--- config.mk ---
export PLATFORM = sky130hd
export DESIGN_NAME = icount_trig_unit
export DESIGN_NICKNAME = d
export VERILOG_FILES = /design/src/rtl/icount_pkg.sv /design/src/rtl/icount_slot.sv /design/src/rtl/icount_csr_port.sv /design/src/rtl/icount_trig_unit.sv
export SDC_FILE = /design/constraint.sdc
export NUM_CORES = 1
export LEC_CHECK = 0
export BUFFER_PORTS_ARGS = -buffer_cell sky130_fd_sc_hd__buf_2
export CORE_ASPECT_RATIO = 1.2
export CORE_MARGIN = 2
export CORE_UTILIZATION = 56
export DETAILED_ROUTE_END_ITERATION = 8
export GPL_TIMING_DRIVEN = 0
export PLACE_DENSITY = 0.85
export SLEW_MARGIN = 15
export SYNTH_ARGS = -nofsm -noshare
export SYNTH_HDL_FRONTEND = slang
export SYNTH_SLANG_ARGS = --single-unit
--- constraint.sdc ---
create_clock -name clk -period 6.9 [get_ports clk]
set_clock_uncertainty 0.1 [all_clocks]
set_input_delay 0.345 -clock clk [delete_from_list [all_inputs] [get_ports clk]]
set_output_delay 0.345 -clock clk [all_outputs]
set_load 0.02 [all_outputs]
--- src/rtl/icount_pkg.sv ---
package icount_pkg;
  localparam int XLEN     = 32;
  localparam int CNT_LSB  = 10;
  localparam int CNT_W    = 14;
  localparam int TYPE_W   = 4;
  localparam int TYPE_LSB = XLEN - TYPE_W;
  localparam int BIT_U    = 6;
  localparam int BIT_S    = 7;
  localparam int BIT_M    = 9;
  localparam int BIT_VS   = 25;
  localparam int BIT_VU   = 26;
  localparam logic [TYPE_W-1:0] TYPE_ICOUNT = 4'd3;

  typedef logic [XLEN-1:0]  word_t;
  typedef logic [CNT_W-1:0] cnt_t;

  typedef enum logic [1:0] {
    LVL_USER  = 2'd0,
    LVL_SUPER = 2'd1,
    LVL_RSVD  = 2'd2,
    LVL_MACH  = 2'd3
  } lvl_e;

  // Bits that survive a data-1 write
  function automatic word_t keep_mask();
    word_t m;
    m = '0;
    m[TYPE_LSB +: TYPE_W] = '1;
    m[CNT_LSB +: CNT_W]   = '1;
    m[BIT_U]  = 1'b1;
    m[BIT_S]  = 1'b1;
    m[BIT_M]  = 1'b1;
    m[BIT_VS] = 1'b1;
    m[BIT_VU] = 1'b1;
    return m;
  endfunction

  function automatic word_t legalize(word_t w);
    return w & keep_mask();
  endfunction

  function automatic cnt_t get_count(word_t w);
    return w[CNT_LSB +: CNT_W];
  endfunction

  function automatic word_t put_count(word_t w, cnt_t c);
    word_t r;
    r = w;
    r[CNT_LSB +: CNT_W] = c;
    return r;
  endfunction

  function automatic logic is_icount(word_t w);
    return w[TYPE_LSB +: TYPE_W] == TYPE_ICOUNT;
  endfunction

  // Privilege filter: virtual levels checked only when virtualization is on
  function automatic logic mode_hits(word_t w, logic [1:0] lvl, logic virt);
    logic h;
    h = 1'b0;
    if (virt) begin
      case (lvl_e'(lvl))
        LVL_SUPER: h = w[BIT_VS];
        LVL_USER:  h = w[BIT_VU];
        default:   h = 1'b0;
      endcase
    end else begin
      case (lvl_e'(lvl))
        LVL_MACH:  h = w[BIT_M];
        LVL_SUPER: h = w[BIT_S];
        LVL_USER:  h = w[BIT_U];
        default:   h = 1'b0;
      endcase
    end
    return h;
  endfunction
endpackage

--- src/rtl/icount_slot.sv ---
module icount_slot
  import icount_pkg::*;
(
  input  logic       clk,
  input  logic       rst_n,
  input  logic       wr_en,
  input  word_t      wdata,
  input  logic       retire,
  input  logic [1:0] lvl,
  input  logic       virt,
  output word_t      word_o,
  output logic       action_o
);
  word_t word_q;
  logic  act_q;
  cnt_t  count;
  logic  armed;
  logic  lvl_hit;
  logic  cnt_step;
  logic  last_step;

  assign count     = get_count(word_q);
  assign armed     = is_icount(word_q) && (count != '0);
  assign lvl_hit   = mode_hits(word_q, lvl, virt);
  assign cnt_step  = retire && armed && lvl_hit && !wr_en;
  assign last_step = cnt_step && (count == cnt_t'(1));

  always_ff @(posedge clk or negedge rst_n) begin
    if (!rst_n) begin
      word_q <= '0;
      act_q  <= 1'b0;
    end else if (wr_en) begin
      word_q <= legalize(wdata);
      act_q  <= 1'b0;
    end else if (cnt_step) begin
      word_q <= put_count(word_q, count - cnt_t'(1));
      act_q  <= last_step;
    end else begin
      act_q  <= 1'b0;
    end
  end

  assign word_o   = word_q;
  assign action_o = act_q;

  p_hold_r6: assert property (@(posedge clk) disable iff (!rst_n)
    (!wr_en && !(retire && lvl_hit)) |=> $stable(word_q));
  p_step_r4: assert property (@(posedge clk) disable iff (!rst_n)
    cnt_step |=> (get_count(word_q) == $past(count) - cnt_t'(1)));
  p_idle_r7: assert property (@(posedge clk) disable iff (!rst_n)
    (!wr_en && count == '0) |=> (get_count(word_q) == '0 && !action_o));
  p_fire_r9: assert property (@(posedge clk) disable iff (!rst_n)
    action_o |-> (get_count(word_q) == '0 && $past(retire) && !$past(wr_en)));
  p_type_r8: assert property (@(posedge clk) disable iff (!rst_n)
    (!wr_en && !is_icount(word_q)) |=> $stable(word_q));
  p_wr_wins_r11: assert property (@(posedge clk) disable iff (!rst_n)
    wr_en |=> (!action_o && word_q == legalize($past(wdata))));
endmodule

--- src/rtl/icount_csr_port.sv ---
module icount_csr_port
  import icount_pkg::*;
#(
  parameter int NUM_TRIG = 4,
  localparam int SEL_W = (NUM_TRIG > 1) ? $clog2(NUM_TRIG) : 1
) (
  input  logic                     clk,
  input  logic                     rst_n,
  input  logic                     csr_we,
  input  logic [1:0]               csr_addr,
  input  word_t                    csr_wdata,
  input  word_t [NUM_TRIG-1:0]     words,
  output logic  [NUM_TRIG-1:0]     wr_vec,
  output word_t                    csr_rdata
);
  localparam logic [1:0] A_SEL = 2'd0;
  localparam logic [1:0] A_D1  = 2'd1;

  logic [SEL_W-1:0] sel_q;

  function automatic logic [SEL_W-1:0] clamp_sel(word_t v);
    if (v >= word_t'(NUM_TRIG)) return SEL_W'(NUM_TRIG - 1);
    return v[SEL_W-1:0];
  endfunction

  always_ff @(posedge clk or negedge rst_n) begin
    if (!rst_n) sel_q <= '0;
    else if (csr_we && csr_addr == A_SEL) sel_q <= clamp_sel(csr_wdata);
  end

  for (genvar g = 0; g < NUM_TRIG; g++) begin : g_dec
    assign wr_vec[g] = csr_we && (csr_addr == A_D1) && (sel_q == SEL_W'(g));
  end

  always_comb begin
    csr_rdata = '0;
    case (csr_addr)
      A_SEL:   csr_rdata = word_t'(sel_q);
      A_D1:    csr_rdata = words[sel_q];
      default: csr_rdata = '0;
    endcase
  end

  p_wr_onehot_r11: assert property (@(posedge clk) disable iff (!rst_n)
    $onehot0(wr_vec));
  p_sel_range_r12: assert property (@(posedge clk) disable iff (!rst_n)
    (int'(sel_q) < NUM_TRIG));
endmodule

--- src/rtl/icount_trig_unit.sv ---
module icount_trig_unit
  import icount_pkg::*;
#(
  parameter int NUM_TRIG = 4
) (
  input  logic                clk,
  input  logic                rst_n,
  input  logic                retire_i,
  input  logic [1:0]          priv_i,
  input  logic                virt_i,
  input  logic                csr_we,
  input  logic [1:0]          csr_addr,
  input  logic [XLEN-1:0]     csr_wdata,
  output logic [XLEN-1:0]     csr_rdata,
  output logic [NUM_TRIG-1:0] action_o
);
  word_t [NUM_TRIG-1:0] words;
  logic  [NUM_TRIG-1:0] wr_vec;

  icount_csr_port #(.NUM_TRIG(NUM_TRIG)) u_port (
    .clk(clk), .rst_n(rst_n), .csr_we(csr_we), .csr_addr(csr_addr),
    .csr_wdata(csr_wdata), .words(words), .wr_vec(wr_vec),
    .csr_rdata(csr_rdata)
  );

  for (genvar g = 0; g < NUM_TRIG; g++) begin : g_slot
    icount_slot u_slot (
      .clk(clk), .rst_n(rst_n), .wr_en(wr_vec[g]), .wdata(csr_wdata),
      .retire(retire_i), .lvl(priv_i), .virt(virt_i),
      .word_o(words[g]), .action_o(action_o[g])
    );
  end

  p_rsvd_bits_r2: assert property (@(posedge clk) disable iff (!rst_n)
    (csr_we && csr_addr == 2'd1) |=> ((csr_rdata & ~keep_mask()) == '0 || csr_addr != 2'd1));
  p_d23_ignored_r3: assert property (@(posedge clk) disable iff (!rst_n)
    (csr_we && csr_addr[1] && !retire_i) |=> $stable(words));
endmodule

==> impl_results.md, run 1 <==
* Layout Area Growth over Synthesis at 14.15%
* Element type at the critical path end: primary output
* Power per Cell Area at 285.7 nW/um^2
* Hold Slack at 0.1256 ns
* Sum of routed wire length over all layers at 17,660 um
* Starting DRT DRC Count at 583
* Number of nets still failing antenna checks after routing at 0
* Startpoint of the lowest-slack hold path: csr_wdata[1]
* Final Slew Violations at 0
* Placed Cells at 808
* Highest cell delay on the worst timing path at 0.61 ns
* Power after layout at 1984 uW
* Synthesis Warnings at 0
* Critical Path, Cell by Cell: clkbuf_1 -> buf_2 -> mux4_2 -> and2_1 -> buf_2
* Worst path slowest cell: sky130_fd_sc_hd__clkbuf_1
* Input/output buffers at 65
* Io pins at 77
* Root buffer cell: sky130_fd_sc_hd__clkbuf_16
* Pre-antenna DRT Iters at 5
* Maximum level of the CTS H-tree at 3
* Highest metal layer with signal wires: met4
* Final GP Congestion at 1.011
* Non-filler instance count after layout at 826
* Met1 Routed Length at 6152 um
* Final global-route overflow total at 0
* Synthesized instance count at 607
* X dimension of the die at 99.16 um
* TNS Setup at 0 ns
* Largest net degree at the start of global routing at 59
* Async SR Flop Fraction at 100.0%
* Clock latency on the worst-skew pair at 0.35 ns
* Highest ir drop seen on vdd at 171.1 uV
* Post-synth top flop: sky130_fd_sc_hd__dfrtp_1
* Number of nets in the finished design at 744
* Post-synthesis average cell area at 10.02 sq um
* Ratio of cells with drive above 1 in the final layout at 24.71%
* Reg-to-Reg Start: g_slot[2].u_slot.word_o[10]
* Cell repeated most along the worst path: sky130_fd_sc_hd__buf_2
* Required @ worst endpoint at 6.45 ns
* Final Setup Violations at 0
* Core area at 10,570 sq um
* Number of distinct library cell variants in the gate-level netlist after synthesis at 46
* Count of clock tree sinks at 98
* Met2 wire length at 8351 um
* Kind of path behind the tightest hold check: in2reg
* Kind of cell adding the most delay to the critical path: buffers and inverters
* Fin. Hold Viols at 0
* Clk slew on worst S/H paths at 0.07 ns
* Detailed Place HPWL at 13,400 um
* Setup repair after global routing missed its margin: no
* Critical path class: reg2out
* Data arrival time of the critical path at 2.72 ns
* Post-Place Worst Slack at 4.075 ns
* Clock buffers created by TritonCTS at 9
* Clock tree from TritonCTS: done
* Total of flip-flops plus latches after synthesis at 98
* Largest fanout of any net on the critical path at 10
* Count of vias placed by the detailed router at 5,420
* Initial Utilization at 57.58%
* Worst max-slew margin expressed relative to the limit at 24.34%
* Run status: completed
* Cell area after synthesis at 6085 sq um
* DRC violation count after routing at 0
* Critical path buffers and inverters at 3
* Met3 routed WL at 1752 um
* Setup crit start: u_port.sel_q[0]
* CP Launch Type: flip-flop
* Transition time of the tightest slew-check pin at 1.125 ns
* Via count normalized by instance count at 6.562
* Max Clock Freq at 315.7 MHz
* Cell row count at 41
* Wire length of the first global-routing pass at 28,260 um
* Setup Buffers After CTS at 0
* Fin worst setup slack at 3.732 ns
* Global-route total usage across every layer at 31.19%
* Antenna violations before repair at 1
* Total Die Area at 11,720 sq um
* Die Y at 118.2 um
* Number of flops mapped to enable cells by yosys at 0
* Routed length per instance at 21.38 um
* Sequential element share of the synthesized area at 40.30%
* Number of global-route vias before repair at 5,479
* Clock buffer depth at 2
* Count of maximum capacitance violations at 0
* Fin crit period at 3.168 ns
* Part of the cycle the worst path needs at 45.91%
* Static leakage at 0.002984 uW
## per-layer routing
| layer | vias to the layer above | global-route usage [%] |
|---|---|---|
| met3 | 113 | 7.510 |
| li1 | 2288 | - |
| met5 | - | 0 |
| met2 | 391 | 50.46 |
| met4 | 0 | 19.09 |
| met1 | 2628 | 37.27 |
## worst reg2reg max path: cells and delay by family (launching register included)
kind            cells  cell delay, ns
buf+inv             1            0.14
flops               1            0.45
simple gates        4            1.54
xor+xnor            1            0.20
compound gates      1            0.15
fa+ha+maj           1            0.22
## cell usage in the layout (no fill, tap or decap), types with 8 or more instances in the layout
master                      Yosys  routed
sky130_fd_sc_hd__nand3_1       13      13
sky130_fd_sc_hd__xnor2_1       19      19
sky130_fd_sc_hd__mux4_2        22      22
sky130_fd_sc_hd__clkbuf_1      21      21
sky130_fd_sc_hd__o21ai_1        9       9
sky130_fd_sc_hd__ha_1          12      12
sky130_fd_sc_hd__and2_1        23      23
sky130_fd_sc_hd__nor4_2         8       8
sky130_fd_sc_hd__nor2_1        36      36
sky130_fd_sc_hd__inv_1         11      11
sky130_fd_sc_hd__o21ai_0       40      40
sky130_fd_sc_hd__dfrtp_1       98      98
sky130_fd_sc_hd__nor4_1        14      14
sky130_fd_sc_hd__xor2_1        33      33
sky130_fd_sc_hd__clkbuf_16      0       9
sky130_fd_sc_hd__nand2_1      100     100
sky130_fd_sc_hd__a21oi_1       11      11
sky130_fd_sc_hd__nor3_1        10      10
sky130_fd_sc_hd__buf_4         12      12
sky130_fd_sc_hd__mux2_2        32      32
sky130_fd_sc_hd__buf_2          8      72
## Yosys cell counts (5+ instances only)
master	number	share of area, %
sky130_fd_sc_hd__buf_4	12	1.5
sky130_fd_sc_hd__nor3b_1	7	0.86
sky130_fd_sc_hd__xor2_1	33	4.8
sky130_fd_sc_hd__ha_1	12	2.5
sky130_fd_sc_hd__nor3_1	10	0.82
sky130_fd_sc_hd__xnor2_1	19	2.7
sky130_fd_sc_hd__nor2_1	36	2.2
sky130_fd_sc_hd__nor4_1	14	1.4
sky130_fd_sc_hd__or4_1	7	0.86
sky130_fd_sc_hd__nand2_1	100	6.2
sky130_fd_sc_hd__mux2_2	32	5.9
sky130_fd_sc_hd__nor4bb_1	5	0.82
sky130_fd_sc_hd__nor4_2	8	1.6
sky130_fd_sc_hd__clkbuf_1	21	1.3
sky130_fd_sc_hd__nor2b_1	5	0.51
sky130_fd_sc_hd__nand3b_1	7	0.86
sky130_fd_sc_hd__a21oi_1	11	0.90
sky130_fd_sc_hd__dfrtp_1	98	40
sky130_fd_sc_hd__nand3_1	13	1.1
sky130_fd_sc_hd__buf_2	8	0.66
sky130_fd_sc_hd__inv_1	11	0.68
sky130_fd_sc_hd__o21ai_0	40	3.3
sky130_fd_sc_hd__o21ai_1	9	0.74
sky130_fd_sc_hd__nand4_1	5	0.51
sky130_fd_sc_hd__and2_1	23	2.4
sky130_fd_sc_hd__mux4_2	22	8.1
## cell type report
| type | count | area [sq um] |
|---|---|---|
| fillers | 813 | 3622 |
| multi-input cells | 461 | 3390 |
| flip-flops and latches | 98 | 2452 |
| repair buffers | 67 | 369.1 |
| clock buffers | 11 | 252.7 |
| plain buffers | 43 | 224.0 |
| well taps | 129 | 161.4 |
| clock inverters | 5 | 52.55 |
| inverters | 11 | 41.29 |
| diodes | 1 | 2.502 |
## power by group
part | internal [uW] | switching [uW]
clock network | 299 | 218
registers | 709 | 179
logic | 273 | 307
total | 1280 | 704
## flip-flops by register name (all words and copies together), names as in the netlist
| signal | cells |
|---|---|
| u_port.sel_q | 2 |
| g_slot.u_slot.word_o | 92 |
| g_slot.u_slot.action_o | 4 |
## per-stage QoR
step / instance area (sq um) / utilization, %
5_1_grt: 6943 / 65.70
4_1_cts: 6943 / 65.70
3_5_place_dp: 6628 / 62.72
2_1_floorplan: 6107 / -
6_report: 6945 / 65.72
3_3_place_gp: 6594 / 62.40
## repair_timing
item | CTS | global route
hold buffers | 1 | 0
resized for setup | 0 | 0
endpoints found under the hold margin | 40 | 0
## path summary, 6_finish.rpt
kind                       cells after the start                          end  slack, ns
setup reg to reg                               8  g_slot[2].u_slot.word_o[21]       4.02
hold reg to reg                                2   g_slot[0].u_slot.word_o[6]       0.41
max in group asynchronous                      3  g_slot[0].u_slot.word_o[23]       5.71
setup / recovery                               5                csr_rdata[31]       3.73
min in group asynchronous                      2  g_slot[2].u_slot.word_o[30]       0.38
hold / removal                                 3              u_port.sel_q[1]       0.13
## logic make-up after synthesis
| logic type | share of synthesized area (%) |
|---|---|
| flip-flops | 40.30 |
| multiplexers | 15.16 |
| other | 0.06163 |
| AO/OA/AOI/OAI | 6.601 |
| AND/OR/NAND/NOR | 23.57 |
| buffers and inverters | 4.360 |
| adder cells (fa/ha/maj) | 2.468 |
| XOR/XNOR | 7.485 |
(Power assumes the default switching activity.)
==> run 2: changes to the inputs <==
--- a/config.mk
+++ b/config.mk
@@ -5,6 +5,7 @@
 export SDC_FILE = /design/constraint.sdc
 export NUM_CORES = 1
 export LEC_CHECK = 0
+export ABC_AREA = 1
 export BUFFER_PORTS_ARGS = -buffer_cell sky130_fd_sc_hd__buf_2
 export CORE_ASPECT_RATIO = 1.2
 export CORE_MARGIN = 2
==> constraint.sdc (replaced) <==
create_clock -name clk -period 3.3 [get_ports clk]
set_clock_uncertainty 0.1 [all_clocks]
set_input_delay 0.165 -clock clk [delete_from_list [all_inputs] [get_ports clk]]
set_output_delay 0.165 -clock clk [all_outputs]
set_load 0.02 [all_outputs]
==> run 2 against run 1 <==
Net effect: routed wire length up 30%; sequential power grew 59%; clock-buffer cell count down 1; critical path depth rose by 2; flip-flop and latch count unchanged; global-route usage increased by 4.4 points; worst hold slack worse by 0.10 ns; non-clock buffer count increased by 19; via count grew 41%; synthesized cell count increased by 79%; setup slack worse by 3.1 ns; area after synthesis is 13% higher; critical endpoint is now csr_rdata[10]; largest cell class unchanged; largest power group unchanged; highest routed layer is now met5.
==> impl_results.md, run 2 <==
* Input/output buffers at 68
* CP Launch Type: flip-flop
* X dimension of the die at 105.2 um
* CTS resizes at 0
* Count of maximum capacitance violations at 0
* Reg-to-Reg Start: u_port.sel_q[1]
* Clock latency on the worst-skew pair at 0.35 ns
* Min-Delay Path Depth at 3
* Die Y at 125.4 um
* Final Slew Violations at 0
* Flip-flop count of the largest register, all copies and words added at 92
* Highest ir drop seen on vdd at 250.0 uV
* Total Die Area at 13,190 sq um
* Sum of routed wire length over all layers at 22,980 um
* Static leakage at 0.004351 uW
* Sequential element share of the synthesized area at 35.66%
* Mux share of post-synthesis cell area at 0%
* Cell type with the highest aggregate area in the netlist: sky130_fd_sc_hd__dfrtp_1
* Ratio of cells with drive above 1 in the final layout at 11.45%
* Final GP Congestion at 1.011
* Initial Utilization at 57.05%
* Most instantiated cells after synthesis: 441 x sky130_fd_sc_hd__nand2_1, 136 x sky130_fd_sc_hd__nor2_1, 98 x sky130_fd_sc_hd__dfrtp_1, 98 x sky130_fd_sc_hd__inv_1, 79 x sky130_fd_sc_hd__nand3_1
* Via count normalized by instance count at 5.683
* Main combinational cell family by area after synthesis: simple AND/OR/NAND/NOR gates
* Most crowded layer after global routing: met2
* Root buffer cell: sky130_fd_sc_hd__clkbuf_16
* DRC violation count after routing at 0
* Maximum level of the CTS H-tree at 3
* Power after layout at 3403 uW
* TNS Setup at 0 ns
* Power per Cell Area at 433.6 nW/um^2
* Total of flip-flops plus latches after synthesis at 98
* Setup crit start: u_port.sel_q[1]
* Cell area after synthesis at 6878 sq um
* Count of vias placed by the detailed router at 7,666
* Wire length of the first global-routing pass at 36,620 um
* Number of nets in the finished design at 1,236
* Clock buffer depth at 2
* Async SR Flop Fraction at 100.0%
* Share of synthesized cell area in full adder, half adder and majority cells at 2.183%
* Max Clock Freq at 379.1 MHz
* Clock tree from TritonCTS: done
* Detailed Place HPWL at 17,140 um
* Final Setup Violations at 0
* Utilization after layout at 65.09%
* Antenna violations before repair at 0
* Pre-antenna DRT Iters at 6
* Met1 layer usage reported by global route at 44.22%
* Global-route total usage across every layer at 35.59%
* Synthesis Warnings at 0
* Transition time of the tightest slew-check pin at 0.6544 ns
* Commonest cells after routing, fill and taps aside: 441 x sky130_fd_sc_hd__nand2_1, 136 x sky130_fd_sc_hd__nor2_1, 98 x sky130_fd_sc_hd__inv_1, 98 x sky130_fd_sc_hd__dfrtp_1, 85 x sky130_fd_sc_hd__buf_2
* Kind of path behind the tightest hold check: in2reg
* Area share of the largest cell type after synthesis at 35.66%
* Layout Area Growth over Synthesis at 14.10%
* Clk slew on worst S/H paths at 0.07 ns
* Slack of the worst reg-to-reg path at 1.13 ns
* Startpoint of the lowest-slack hold path: csr_wdata[1]
* Cell depth of the worst flop-to-flop path at 8
* Largest net degree at the start of global routing at 66
* Required @ worst endpoint at 3.03 ns
* Io pins at 77
* Part of the cycle the worst path needs at 79.93%
* Worst max-slew margin expressed relative to the limit at 56.37%
* Most common library cell in the layout ignoring fill and taps: sky130_fd_sc_hd__nand2_1
* Ant. Diodes at 0
* Synth Area in Compound Gates at 10.92%
* Fraction of the mapped netlist area in simple logic gates at 40.49%
* Fin. Hold Viols at 0
* Post-synthesis average cell area at 6.327 sq um
* Cell with the most instances after synthesis: sky130_fd_sc_hd__nand2_1
* Routed length per instance at 17.03 um
* Synth Area in XOR/XNOR at 1.146%
* Number of flops mapped to enable cells by yosys at 0
* Number of global-route vias before repair at 7,162
* Data arrival time of the critical path at 2.37 ns
* Biggest area contributors in the synthesized netlist: sky130_fd_sc_hd__dfrtp_1 36%, sky130_fd_sc_hd__nand2_1 24%, sky130_fd_sc_hd__nor2_1 7.4%, sky130_fd_sc_hd__nand3_1 5.7%, sky130_fd_sc_hd__inv_1 5.3%
* Met3 track demand over resource in global routing at 5.944%
* Number of nets still failing antenna checks after routing at 0
* Synthesized instance count at 1,087
* Number of distinct library cell variants in the gate-level netlist after synthesis at 31
* Count of clock tree sinks at 98
* Core area at 12,060 sq um
* Starting DRT DRC Count at 817
* Largest fanout of any net on the critical path at 10
* Run status: completed
* Met2 Use GR at 57.79%
* Setup repair after global routing missed its margin: no
* Final global-route overflow total at 0
* Clock buffers created by TritonCTS at 9
* Fin crit period at 2.638 ns
* Cell row count at 44
* Element type at the critical path end: primary output
* Critical path class: reg2out
* Post-synth top flop: sky130_fd_sc_hd__dfrtp_1
==> run 2: changes by cell type after synthesis, sizes merged, moves of 26 or more <==
cell / delta
nand3: +66
nand2: +343
xor2: -26
o21ai: +27
nor2: +107
mux2: -32
inv: +93
==> run 2: timing repair <==
action,CTS,global route
setup endpoints to repair,0,0
buffers inserted,0,0
hold buffers,10,0
hold endpoints to repair,80,0
==> run 2: cells by family (layout without fill, tap and decap cells) <==
kind of cell    after synthesis  count (layout)
simple gates                688             688
buf+inv                     154             249
compound gates              125             125
flops                        98              98
fa+ha+maj                    12              12
xor+xnor                      9               9
other cells                   1               7
==> run 2: area by class of cell <==
class	instances	area (sq um)
clock buffers	10	229.0
well taps	161	201.4
plain buffers	50	266.5
clock inverters	6	42.54
inverters	104	390.4
flip-flops and latches	98	2452
multi-input cells	841	3791
fillers	1134	4209
repair buffers	79	474.2
==> run 2: final timing paths <==
path	end
worst min register to register	g_slot[2].u_slot.word_o[30]
max in group asynchronous	g_slot[1].u_slot.action_o
worst max register to register	g_slot[0].u_slot.word_o[23]
worst min-delay path	u_port.sel_q[1]
worst max-delay path	csr_rdata[10]
min in group asynchronous	g_slot[0].u_slot.word_o[25]
==> run 2: report_power, final <==
part / internal [uW] / leakage (uW) / total (uW) / switching [uW]
Combinational: 343 / 0.00291 / 991 / 648
Sequential: 1290 / 0.00131 / 1410 / 115
Clock: 513 / 0.000129 / 1000 / 489
==> run 2: per-layer routing <==
metal | vias up | part of all wire [%]
met3 | 100 | 9.5
met5 | - | 0.28
li1 | 3629 | -
met2 | 457 | 47
met1 | 3478 | 38
met4 | 2 | 5.8
==> run 2: critical path, stage by stage (launching register included) <==
cell,delay (ns)
sky130_fd_sc_hd__dfrtp_1,0.36
sky130_fd_sc_hd__buf_2,0.19
sky130_fd_sc_hd__nand2_2,0.15
sky130_fd_sc_hd__clkbuf_1,0.43
sky130_fd_sc_hd__o22ai_1,0.23
sky130_fd_sc_hd__a221oi_1,0.40
sky130_fd_sc_hd__nor2_1,0.07
sky130_fd_sc_hd__buf_2,0.18
==> run 2: stage by stage <==
| stage | hold slack (ns) | area, sq um | setup slack (ns) | std cells |
|---|---|---|---|---|
| finish | 0.02473 | 7848 | 0.6623 | 1349 |
| global route | 0.05913 | 7848 | 0.6331 | 1349 |
| CTS | 0.01071 | 7848 | 0.8387 | 1349 |
| detailed placement | -0.02512 | 7476 | 1.217 | 1323 |
| global placement | 0.2880 | 7442 | 0.9099 | 1322 |
| floorplan | -0.2306 | 6900 | 1.631 | 1093 |
==> run 3: changes to the inputs <==
--- a/config.mk
+++ b/config.mk
@@ -9,7 +9,7 @@
 export BUFFER_PORTS_ARGS = -buffer_cell sky130_fd_sc_hd__buf_2
 export CORE_ASPECT_RATIO = 1.2
 export CORE_MARGIN = 2
-export CORE_UTILIZATION = 56
+export CORE_UTILIZATION = 54
 export DETAILED_ROUTE_END_ITERATION = 8
 export GPL_TIMING_DRIVEN = 0
 export PLACE_DENSITY = 0.85
==> constraint.sdc (replaced) <==
create_clock -name clk -period 2.2 [get_ports clk]
set_clock_uncertainty 0.1 [all_clocks]
set_input_delay 0.11 -clock clk [delete_from_list [all_inputs] [get_ports clk]]
set_output_delay 0.11 -clock clk [all_outputs]
set_load 0.02 [all_outputs]
==> run 3 against run 2 <==
Net effect: routed wire length shrank 1.7%; clock power grew 60%; critical path type unchanged; flip-flop and latch count stayed put; sequential power rose by 50%.
==> impl_results.md, run 3 (synthesized netlist as in run 2, its figures left out) <==
* Largest fanout of any net on the critical path at 10
* Switching power at 1843 uW
* Antenna violations before repair at 0
* Root buffer cell: sky130_fd_sc_hd__clkbuf_16
* Io pins at 77
* Die Y at 127.6 um
* Required @ worst endpoint at 1.99 ns
* Sum of routed wire length over all layers at 22,590 um
* Layout Area Growth over Synthesis at 16.12%
* Largest net degree at the start of global routing at 53
* Count of maximum capacitance violations at 0
* Initial Utilization at 54.78%
* Max Clock Freq at 457.8 MHz
* Core area at 12,560 sq um
* Final global-route overflow total at 0
* Number of nets in the finished design at 1,239
* Count of vias placed by the detailed router at 7,702
* Fin. Hold Viols at 0
* Utilization after layout at 63.61%
* Ant. Diodes at 0
* Fraction of power consumed by combinational cells at 28.7%
* Count of clock tree sinks at 98
* Element type at the critical path end: primary output
* Static leakage at 0.004426 uW
* Met1 Routed Length at 8482 um
* Starting DRT DRC Count at 792
* Via count normalized by instance count at 5.684
* Total Die Area at 13,660 sq um
* Global-route total usage across every layer at 33.93%
* Ratio of cells with drive above 1 in the final layout at 12.76%
* Clock buffers created by TritonCTS at 9
* Flip-flop count of the largest register, all copies and words added at 92
* Cell area after placement at 7480 sq um
* CP Launch Type: flip-flop
* Transition time of the tightest slew-check pin at 0.6552 ns
* DRC violation count after routing at 0
* Cell area after layout at 7986 sq um
* Power per Cell Area at 651.0 nW/um^2
* Detailed Place HPWL at 16,960 um
* Met3 routed WL at 2210 um
* Input/output buffers at 68
* Placed Cells at 1,326
* Maximum level of the CTS H-tree at 3
* Wire length of the first global-routing pass at 35,610 um
* Clock tree from TritonCTS: done
* Part of the cycle the worst path needs at 99.30%
* Final Setup Violations at 0
* Non-filler instance count after layout at 1,355
* Number of global-route vias before repair at 6,941
* Clk slew on worst S/H paths at 0.07 ns
* Fin crit period at 2.184 ns
* Switching Share at 35.44%
* Kind of path behind the tightest hold check: in2reg
* Number of nets still failing antenna checks after routing at 0
* Most common library cell in the layout ignoring fill and taps: sky130_fd_sc_hd__nand2_1
* Run status: completed
* Critical path class: reg2out
* Met2 wire length at 10,510 um
* Highest ir drop seen on vdd at 369.9 uV
* Clock share of power at 30.8%
* Routed length per instance at 16.67 um
* Final GP Congestion at 1.031
* Data arrival time of the critical path at 1.97 ns
* Cell row count at 45
* Setup repair after global routing missed its margin: yes
* Highest metal layer with signal wires: met5
* Worst max-slew margin expressed relative to the limit at 56.32%
* Pre-antenna DRT Iters at 6
* Final Slew Violations at 0
* Internal power consumption at 3357 uW
* Commonest cells after routing, fill and taps aside: 441 x sky130_fd_sc_hd__nand2_1, 136 x sky130_fd_sc_hd__nor2_1, 98 x sky130_fd_sc_hd__inv_1
* Portion of total power attributed to sequential cells at 40.6%
* Setup Buffers After CTS at 0
* Clock latency on the worst-skew pair at 0.35 ns
* X dimension of the die at 107.0 um
* Clock buffer depth at 2
## run 3: changes by cell type in the layout (fill, tap and decap cells not counted), sizes merged
cell and change:
clkinvlp +1, bufinv +1, clkbuf -5, clkinv -2, buf +5, dlygate4sd3 +3
## run 3: cell type report
| type | instances | area, sq um |
|---|---|---|
| multi-input cells | 841 | 3840 |
| clock buffers | 10 | 229.0 |
| plain buffers | 50 | 297.8 |
| well taps | 164 | 205.2 |
| repair buffers | 82 | 504.2 |
| clock inverters | 6 | 66.31 |
| flip-flops and latches | 98 | 2454 |
| fillers | 1193 | 4569 |
| inverters | 104 | 390.4 |
## run 3: layer usage
layer  vias up  global-route usage (%)
met1      3489                   41.62
li1       3638                       -
met5         -                   2.256
met2       476                   54.91
met3        97                   7.041
met4         2                   19.63
## run 3: power by group through the flow
stage	clock network, uW	logic [uW]	registers (uW)
floorplan	0	996	2090
CTS	1620	1420	2100
finish	1600	1490	2110
global route	1700	1660	2130
global placement	0	1370	2130
detailed placement	0	1400	2130
## run 3: what timing repair did
action,in CTS,in global routing
endpoints found under the hold margin,74,0
pin swaps,0,0
endpoints found under the setup margin,23,23
gates resized for setup,10,26
hold buffers,13,0
## run 3: worst paths after layout
| check | from | end | slack (ns) | cells after the start |
|---|---|---|---|---|
| setup / recovery | u_port.sel_q[1] | csr_rdata[30] | 0.02 | 6 |
| hold / removal | csr_wdata[18] | g_slot[0].u_slot.word_o[18] | 0.05 | 5 |
| setup reg to reg | u_port.sel_q[1] | g_slot[0].u_slot.word_o[17] | 0.11 | 7 |
| min in group asynchronous | rst_n | g_slot[0].u_slot.word_o[9] | 0.15 | 2 |
| hold reg to reg | g_slot[2].u_slot.word_o[31] | g_slot[2].u_slot.word_o[31] | 0.40 | 2 |
| max in group asynchronous | rst_n | g_slot[2].u_slot.word_o[15] | 1.21 | 3 |
## run 3: stage by stage
| step | worst slack (ns) | power, uW | setup TNS, ns | hold slack, ns |
|---|---|---|---|---|
| 5_1_grt | -0.04878 | 5483 | -0.2077 | 0.05832 |
| 3_5_place_dp | 0.1148 | 3530 | 0 | -0.02031 |
| 2_1_floorplan | 0.5863 | 3084 | 0 | -0.2856 |
| 6_report | 0.01550 | 5199 | 0 | 0.04981 |
| 3_3_place_gp | -0.1311 | 3506 | -12.08 | 0.2327 |
| 4_1_cts | 0.01086 | 5141 | 0 | 0.02919 |
## run 3: worst max-delay path: stages, from the launching register on
cell and delay [ns]:
sky130_fd_sc_hd__dfrtp_1 0.35, sky130_fd_sc_hd__buf_2 0.19, sky130_fd_sc_hd__nor2_4 0.24, sky130_fd_sc_hd__buf_2 0.35, sky130_fd_sc_hd__a221oi_1 0.15, sky130_fd_sc_hd__nor2_1 0.15
sky130_fd_sc_hd__buf_2 0.19
